File: src/rtl/rld_pkg.sv
`timescale 1ns/1ps
package rld_pkg;
  typedef enum logic [1:0] {
    ST_CODE = 2'd0,
    ST_CNT  = 2'd1,
    ST_EMIT = 2'd2,
    ST_ERR  = 2'd3
  } rld_state_e;
endpackage

File: src/rtl/rld_table.sv
`timescale 1ns/1ps
module rld_table #(
  parameter int ENTRIES = 8,
  parameter int MAX_LEN = 8,
  parameter int SEG_W   = 7,
  localparam int AW     = $clog2(ENTRIES),
  localparam int LEN_W  = $clog2(MAX_LEN + 1)
) (
  input  logic               clk,
  input  logic               rst,
  input  logic               we,
  input  logic [AW-1:0]      waddr,
  input  logic [LEN_W-1:0]   wlen,
  input  logic [MAX_LEN-1:0] wcode,
  input  logic [SEG_W-1:0]   wseg,
  input  logic               wrep,
  input  logic [LEN_W-1:0]   probe_len,
  input  logic [MAX_LEN-1:0] probe_code,
  output logic               hit,
  output logic [SEG_W-1:0]   hit_seg,
  output logic               hit_rep
);
  logic [LEN_W-1:0]   len_q  [ENTRIES];
  logic [MAX_LEN-1:0] code_q [ENTRIES];
  logic [SEG_W-1:0]   seg_q  [ENTRIES];
  logic               rep_q  [ENTRIES];
  logic [ENTRIES-1:0] match;

  always_ff @(posedge clk) begin
    if (rst) begin
      for (int i = 0; i < ENTRIES; i++) len_q[i] <= '0;
    end else if (we) begin
      len_q[waddr] <= wlen;
    end
  end

  always_ff @(posedge clk) begin
    if (we) begin
      code_q[waddr] <= wcode;
      seg_q[waddr]  <= wseg;
      rep_q[waddr]  <= wrep;
    end
  end

  // One comparator per entry: only the low len bits take part.
  for (genvar g = 0; g < ENTRIES; g++) begin : g_cmp
    logic [MAX_LEN-1:0] keep;
    always_comb begin
      keep = '0;
      for (int b = 0; b < MAX_LEN; b++)
        keep[b] = (b < int'(len_q[g]));
    end
    assign match[g] = (len_q[g] != '0) && (len_q[g] == probe_len) &&
                      (((code_q[g] ^ probe_code) & keep) == '0);
  end

  // Lowest address wins.
  always_comb begin
    hit     = 1'b0;
    hit_seg = '0;
    hit_rep = 1'b0;
    for (int i = ENTRIES - 1; i >= 0; i--) begin
      if (match[i]) begin
        hit     = 1'b1;
        hit_seg = seg_q[i];
        hit_rep = rep_q[i];
      end
    end
  end

  p_wlen_ok_r2: assert property (@(posedge clk) disable iff (rst)
    we |-> (int'(wlen) <= MAX_LEN));
endmodule

File: src/rtl/rld_ctrl.sv
`timescale 1ns/1ps
module rld_ctrl
  import rld_pkg::*;
#(
  parameter int MAX_LEN = 8,
  parameter int SEG_W   = 7,
  parameter int CNT_W   = 4,
  localparam int LEN_W  = $clog2(MAX_LEN + 1),
  localparam int CBW    = $clog2(CNT_W + 1)
) (
  input  logic               clk,
  input  logic               rst,
  input  logic               in_valid,
  output logic               in_ready,
  input  logic               in_bit,
  input  logic               in_sof,
  output logic [LEN_W-1:0]   probe_len,
  output logic [MAX_LEN-1:0] probe_code,
  input  logic               hit,
  input  logic [SEG_W-1:0]   hit_seg,
  input  logic               hit_rep,
  output logic               out_valid,
  input  logic               out_ready,
  output logic [SEG_W-1:0]   out_seg,
  output logic               err
);
  rld_state_e         state;
  logic [LEN_W-1:0]   len_q;
  logic [MAX_LEN-1:0] pre_q;
  logic [CNT_W-1:0]   reps_q;
  logic [CBW-1:0]     cbits_q;
  logic [SEG_W-1:0]   seg_q;
  logic               take;
  logic [LEN_W-1:0]   base_len;
  logic [MAX_LEN-1:0] base_pre;

  assign in_ready  = (state != ST_EMIT);
  assign out_valid = (state == ST_EMIT);
  assign out_seg   = seg_q;
  assign take      = in_valid && in_ready;

  // A start-of-frame bit probes as if the prefix were empty.
  assign base_len   = in_sof ? '0 : len_q;
  assign base_pre   = in_sof ? '0 : pre_q;
  assign probe_len  = base_len + 1'b1;
  assign probe_code = {base_pre[MAX_LEN-2:0], in_bit};

  always_ff @(posedge clk) begin
    if (rst) begin
      state   <= ST_CODE;
      len_q   <= '0;
      pre_q   <= '0;
      reps_q  <= '0;
      cbits_q <= '0;
      seg_q   <= '0;
      err     <= 1'b0;
    end else if (state == ST_EMIT) begin
      if (out_ready) begin
        if (reps_q == '0) state <= ST_CODE;
        else              reps_q <= reps_q - 1'b1;
      end
    end else if (take) begin
      if (in_sof || state == ST_CODE) begin
        err <= 1'b0;
        if (hit) begin
          seg_q  <= hit_seg;
          len_q  <= '0;
          pre_q  <= '0;
          reps_q <= '0;
          if (hit_rep) begin
            state   <= ST_CNT;
            cbits_q <= '0;
          end else begin
            state <= ST_EMIT;
          end
        end else if (int'(probe_len) == MAX_LEN) begin
          state <= ST_ERR;
          err   <= 1'b1;
          len_q <= '0;
          pre_q <= '0;
        end else begin
          state <= ST_CODE;
          len_q <= probe_len;
          pre_q <= probe_code;
        end
      end else if (state == ST_CNT) begin
        reps_q  <= {reps_q[CNT_W-2:0], in_bit};
        cbits_q <= cbits_q + 1'b1;
        if (cbits_q == CBW'(CNT_W - 1)) state <= ST_EMIT;
      end
    end
  end

  p_hold_r6: assert property (@(posedge clk) disable iff (rst)
    (out_valid && !out_ready) |=> (out_valid && $stable(out_seg)));
  p_err_quiet_r7: assert property (@(posedge clk) disable iff (rst)
    err |-> !out_valid);
  p_len_bound_r7: assert property (@(posedge clk) disable iff (rst)
    int'(len_q) < MAX_LEN);
  p_sof_clears_r8: assert property (@(posedge clk) disable iff (rst)
    (take && in_sof) |=> !err);
endmodule

File: src/rtl/rld_huff_decoder.sv
`timescale 1ns/1ps
module rld_huff_decoder #(
  parameter int ENTRIES = 8,
  parameter int MAX_LEN = 8,
  parameter int SEG_W   = 7,
  parameter int CNT_W   = 4,
  localparam int AW     = $clog2(ENTRIES),
  localparam int LEN_W  = $clog2(MAX_LEN + 1)
) (
  input  logic               clk,
  input  logic               rst,
  input  logic               tbl_we,
  input  logic [AW-1:0]      tbl_addr,
  input  logic [LEN_W-1:0]   tbl_len,
  input  logic [MAX_LEN-1:0] tbl_code,
  input  logic [SEG_W-1:0]   tbl_seg,
  input  logic               tbl_rep,
  input  logic               in_valid,
  output logic               in_ready,
  input  logic               in_bit,
  input  logic               in_sof,
  output logic               out_valid,
  input  logic               out_ready,
  output logic [SEG_W-1:0]   out_seg,
  output logic               err
);
  logic [LEN_W-1:0]   probe_len;
  logic [MAX_LEN-1:0] probe_code;
  logic               hit;
  logic [SEG_W-1:0]   hit_seg;
  logic               hit_rep;

  rld_table #(.ENTRIES(ENTRIES), .MAX_LEN(MAX_LEN), .SEG_W(SEG_W)) u_table (
    .clk(clk), .rst(rst), .we(tbl_we), .waddr(tbl_addr), .wlen(tbl_len),
    .wcode(tbl_code), .wseg(tbl_seg), .wrep(tbl_rep),
    .probe_len(probe_len), .probe_code(probe_code),
    .hit(hit), .hit_seg(hit_seg), .hit_rep(hit_rep)
  );

  rld_ctrl #(.MAX_LEN(MAX_LEN), .SEG_W(SEG_W), .CNT_W(CNT_W)) u_ctrl (
    .clk(clk), .rst(rst), .in_valid(in_valid), .in_ready(in_ready),
    .in_bit(in_bit), .in_sof(in_sof), .probe_len(probe_len),
    .probe_code(probe_code), .hit(hit), .hit_seg(hit_seg), .hit_rep(hit_rep),
    .out_valid(out_valid), .out_ready(out_ready), .out_seg(out_seg), .err(err)
  );
endmodule

File: config.mk
export PLATFORM = sky130hd
export DESIGN_NAME = rld_huff_decoder
export DESIGN_NICKNAME = d
export VERILOG_FILES = /design/src/rtl/rld_pkg.sv /design/src/rtl/rld_table.sv /design/src/rtl/rld_ctrl.sv /design/src/rtl/rld_huff_decoder.sv
export SDC_FILE = /design/constraint.sdc
export NUM_CORES = 1
export LEC_CHECK = 0
export BUFFER_PORTS_ARGS = -buffer_cell sky130_fd_sc_hd__buf_2
export CAP_MARGIN = 20
export CORE_ASPECT_RATIO = 1.5
export CORE_MARGIN = 3
export CORE_UTILIZATION = 50
export DETAILED_ROUTE_END_ITERATION = 12
export HOLD_SLACK_MARGIN = 0.08
export PLACE_DENSITY_LB_ADDON = 0.25
export SYNTH_ARGS = -nofsm -noshare
export SYNTH_HDL_FRONTEND = slang
export SYNTH_SLANG_ARGS = --single-unit
File: constraint.sdc
create_clock -name clk -period 4.3 [get_ports clk]
set_clock_uncertainty 0.15 [all_clocks]
set_input_delay 0.43 -clock clk [delete_from_list [all_inputs] [get_ports clk]]
set_output_delay 0.43 -clock clk [all_outputs]
set_load 0.03 [all_outputs]
==> impl_results.md <==
- GR Util All Layers: 0.252
- Die area: around 21000 µm²
- Clk root buf: sky130_fd_sc_hd__clkbuf_16
- Pin count of the biggest net entering global routing: 49
- Placement Rows: 61
- Clock latency at the later pin of the worst-skew pair: roughly 440 ps
- Number of CTS-inserted buffers: 17
- Clock-pin slew of the registers on the worst-case setup and hold paths: ~70 ps
- Kind of launch point of the worst setup path: flop
- Power density over cell area: 391 nW/µm²
- Height of the die: 175 µm
- Number of standard cells in the final layout excluding fillers: 1140
- Post-CTS setup-driven buffer insertion count: 0
- Predominant post-synthesis flop cell: sky130_fd_sc_hd__edfxtp_1
- Starting density of the core: 0.510
- Post-cts gate resize count: 0
- Top achievable clock speed: 278 MHz
- Worst-path maximum fanout: 10
- Result of the run: completed
- Fraction of post-synthesis cell area in the top cell type by area: 0.506
- Synth cell types: 86
- First-pass GRT wire length: about 39000 µm
- Proportion of synthesized area in mux cells: 0.0188
- Leading post-synthesis cells by cell area: sky130_fd_sc_hd__edfxtp_1, sky130_fd_sc_hd__dfxtp_1, sky130_fd_sc_hd__xnor2_1
- Xor and xnor area share after synthesis: 0.0670
- TritonCTS clock tree: built
- Static power due to leakage: 3.65 nW
- Fin. Hold Viols: 0
- Synth Net Count: 859
- Basic-gate share of the synthesized area counting and, or, nand and nor cells: 0.175
- Number of antenna-violating nets in the routed design: 0
- Yosys top cell by area: sky130_fd_sc_hd__edfxtp_1
- Total via count in the routed design: around 7000
- # port buffers: 39
- CP arrival: 3720 ps
- Remaining max-slew budget at the tightest pin: 0.373
- Fillers: ~1600
- Count of state elements after synthesis: 188
- Total standard cell area after synthesis: 9500 µm²
- Half-perimeter wire length after placement: 18100 µm
- Cells after DPL: around 1100
- Required @ worst endpoint: 4430 ps
- Final critical path time including I/O delays and setup: 3590 ps
- Largest family of logic cells by synthesized area: simple AND/OR/NAND/NOR gates
- Via count of the first global-routing pass: approximately 7000
- Total power after layout: 4.20 mW
- Total area of sequential cells: 5370 µm²
- Type of the worst setup path: flop to flop
- Antenna violations before repair: 0
- CTS sink count: approximately 190
- Clock buffer depth: 2
- Average cell area after synthesis: around 12 µm²
- CTS hold repair buffers: 0
- TritonRoute pass-1 iters: 5
- Max-cap check violation count: 0
- Fraction of final layout cells sized beyond drive strength 1: 0.160
- Horizontal die dimension: 119 µm
- Number of setup violations in the final report: 0
- Pin slew with the least headroom to its limit: between 900 and 1000 ps
- Total of warnings raised by yosys: 0
- Dpl cell area: 10100 µm²
- Drt via density: 6.01
- Post-layout nets: 910
- Peak supply drop: between 200 and 300 µV
- # IOs: 40
- Number of DRC violations after detailed-routing iteration 0: 614
- Sum Neg Setup Slack: 0 ps
- Leftover overflow at the end of global routing: 0
- Wire length after detailed routing: 25500 µm
- Area Growth Syn to Fin: 13.2%
- Gate count of the mapped netlist: 824
- Classification of the worst-slack hold path: primary input to flop
- Antenna Diode Count: 0
- Detailed-route DRC error count: 0
- Number of pins with negative max-slew slack in the final report: 0
- Ratio of final minimum period to clock period: 0.835
- Async set or reset register ratio after synthesis: 0
- Complex-gate fraction of the synthesized area: 0.143
- Fraction of the mapped netlist area in adder cells: 0.00659
- Number of enable flip-flop cells after synthesis: 160
- Core Footprint: 18600 µm²
- H-tree Lvls: 4
- Area used by multi-input combinational logic: 3920 µm²
- Setup repair after global routing missed its margin: no
- Placer congestion estimate: about 0.97
- Crit path capture type: flop
- Final std cell area, no fill: 10800 µm²
- Routed wire length per instance: 22.3 µm
- Sequential fraction of the synthesis area: 0.565
-- kinds of logic after synthesis --
| family | Yosys count |
|---|---|
| muxes | 17 |
| adders and majority gates | 5 |
| buffers and inverters | 55 |
| DFF | 188 |
| xor gates and xnor gates | 69 |
| AOI/OAI and AO/OA | 186 |
| and+or+nand+nor | 304 |
-- worst max-delay path, stage by stage, from the launching register on --
cell and delay (ps):
sky130_fd_sc_hd__dfxtp_1 470, sky130_fd_sc_hd__nand2b_4 70, sky130_fd_sc_hd__inv_1 90, sky130_fd_sc_hd__ha_1 360, sky130_fd_sc_hd__or2_2 330, sky130_fd_sc_hd__o21ai_0 150, sky130_fd_sc_hd__a21oi_1 80, sky130_fd_sc_hd__nor4_1 420
sky130_fd_sc_hd__nand3_1 410, sky130_fd_sc_hd__o311ai_0 460, sky130_fd_sc_hd__a32oi_1 130, sky130_fd_sc_hd__buf_4 170, sky130_fd_sc_hd__nand4_1 80, sky130_fd_sc_hd__a21oi_1 80
-- cells in the mapped netlist (all sizes together), types with 5 or more instances --
cell and instances:
buf 17, o21ai 35, nand3 19, a22o 6, nor4 7, o22ai 9, dfxtp 28, mux2i 13
ha 5, nand2b 16, and2 39, or2 19, nor3 25, a21oi 26, o211ai 14, nand2 50
o21bai 6, a31oi 11, clkbuf 16, edfxtp 160, xnor2 54, nand4 6, and3 8, nor2b 21
inv 22, nand3b 8, xor2 14, nor2 69, o32ai 7, a22oi 14, a32oi 6
-- layout by cell type, fill, tap and decap left out, types with 4 or more instances in the layout --
cell | netlist | routed
sky130_fd_sc_hd__edfxtp_1 | 160 | 160
sky130_fd_sc_hd__nor2_1 | 69 | 64
sky130_fd_sc_hd__xnor2_1 | 53 | 53
sky130_fd_sc_hd__nand2_1 | 49 | 49
sky130_fd_sc_hd__and2_1 | 39 | 39
sky130_fd_sc_hd__buf_2 | 14 | 39
sky130_fd_sc_hd__o21ai_0 | 32 | 32
sky130_fd_sc_hd__dfxtp_1 | 28 | 28
sky130_fd_sc_hd__buf_4 | 3 | 26
sky130_fd_sc_hd__a21oi_1 | 25 | 25
sky130_fd_sc_hd__nor3_1 | 24 | 22
sky130_fd_sc_hd__inv_1 | 21 | 21
sky130_fd_sc_hd__nor2b_1 | 20 | 20
sky130_fd_sc_hd__nand3_1 | 19 | 19
sky130_fd_sc_hd__clkbuf_16 | 0 | 17
sky130_fd_sc_hd__or2_2 | 16 | 16
sky130_fd_sc_hd__nand2b_1 | 15 | 15
sky130_fd_sc_hd__xor2_1 | 14 | 14
sky130_fd_sc_hd__o211ai_1 | 14 | 14
sky130_fd_sc_hd__mux2i_1 | 13 | 13
sky130_fd_sc_hd__a22oi_1 | 13 | 13
sky130_fd_sc_hd__a31oi_1 | 10 | 10
sky130_fd_sc_hd__o22ai_1 | 9 | 9
sky130_fd_sc_hd__nand3b_1 | 8 | 8
sky130_fd_sc_hd__and3_1 | 7 | 7
sky130_fd_sc_hd__o32ai_1 | 7 | 7
sky130_fd_sc_hd__a32oi_1 | 6 | 6
sky130_fd_sc_hd__nand4_1 | 6 | 6
sky130_fd_sc_hd__o21bai_1 | 6 | 6
sky130_fd_sc_hd__a22o_1 | 6 | 6
sky130_fd_sc_hd__nor2_2 | 0 | 5
sky130_fd_sc_hd__ha_1 | 5 | 5
sky130_fd_sc_hd__bufinv_16 | 0 | 5
sky130_fd_sc_hd__a211o_1 | 4 | 4
sky130_fd_sc_hd__o31ai_1 | 4 | 4
sky130_fd_sc_hd__a211oi_1 | 4 | 4
sky130_fd_sc_hd__a221oi_1 | 4 | 4
sky130_fd_sc_hd__nor4_1 | 4 | 4
-- per-stage QoR --
stage / hold slack, ps / util / setup WS, ps
6_report: 123 / 0.577 / 708
2_1_floorplan: 310 / - / 723
3_3_place_gp: 319 / 0.541 / 544
3_5_place_dp: 344 / 0.541 / 491
4_1_cts: 118 / 0.577 / 732
5_1_grt: 122 / 0.577 / 428
-- final timing paths --
| check | from | end | depth (start not counted) | slack, ps |
|---|---|---|---|---|
| setup / recovery | u_ctrl.len_q[0] | u_ctrl.cbits_q[2] | 13 | 710 |
| hold / removal | tbl_seg[5] | u_table.seg_q[7][5] | 1 | 120 |
| setup reg to reg | u_ctrl.len_q[0] | u_ctrl.cbits_q[2] | 13 | 710 |
| hold reg to reg | u_ctrl.cbits_q[1] | u_ctrl.cbits_q[1] | 2 | 350 |
-- per-layer routing --
layer,up-vias,routed length [µm],global-route usage
met5,-,0,0
met4,0,1210,0.139
met3,77,1480,0.0457
met2,239,13100,0.442
met1,3348,9690,0.289
li1,3190,-,-
-- registers in the layout (all words and copies together) (netlist names) --
name,cells
u_ctrl.err,1
u_ctrl.cbits_q,3
u_table.rep_q,8
u_table.len_q,32
u_ctrl.state,2
u_table.seg_q,56
u_ctrl.pre_q,7
u_ctrl.len_q,4
u_ctrl.out_seg,7
u_ctrl.reps_q,4
u_table.code_q,64
-- power by group --
group / total [mW] / leakage [nW] / internal [mW] / switching (mW)
Combinational: 0.301 / 1.62 / 0.112 / 0.188
Sequential: 2.11 / 1.70 / 2.04 / 0.0711
Clock: 1.79 / 0.323 / 1.06 / 0.731
-- cell type report --
class,instances,share of cell area
well taps,252,0.0293
flip-flops and latches,188,0.499
clock buffers,17,0.0396
clock inverters,15,0.0233
multi-input cells,581,0.365
inverters,22,0.00768
repair buffers,65,0.0363
Power figures use the tool's default switching activity.
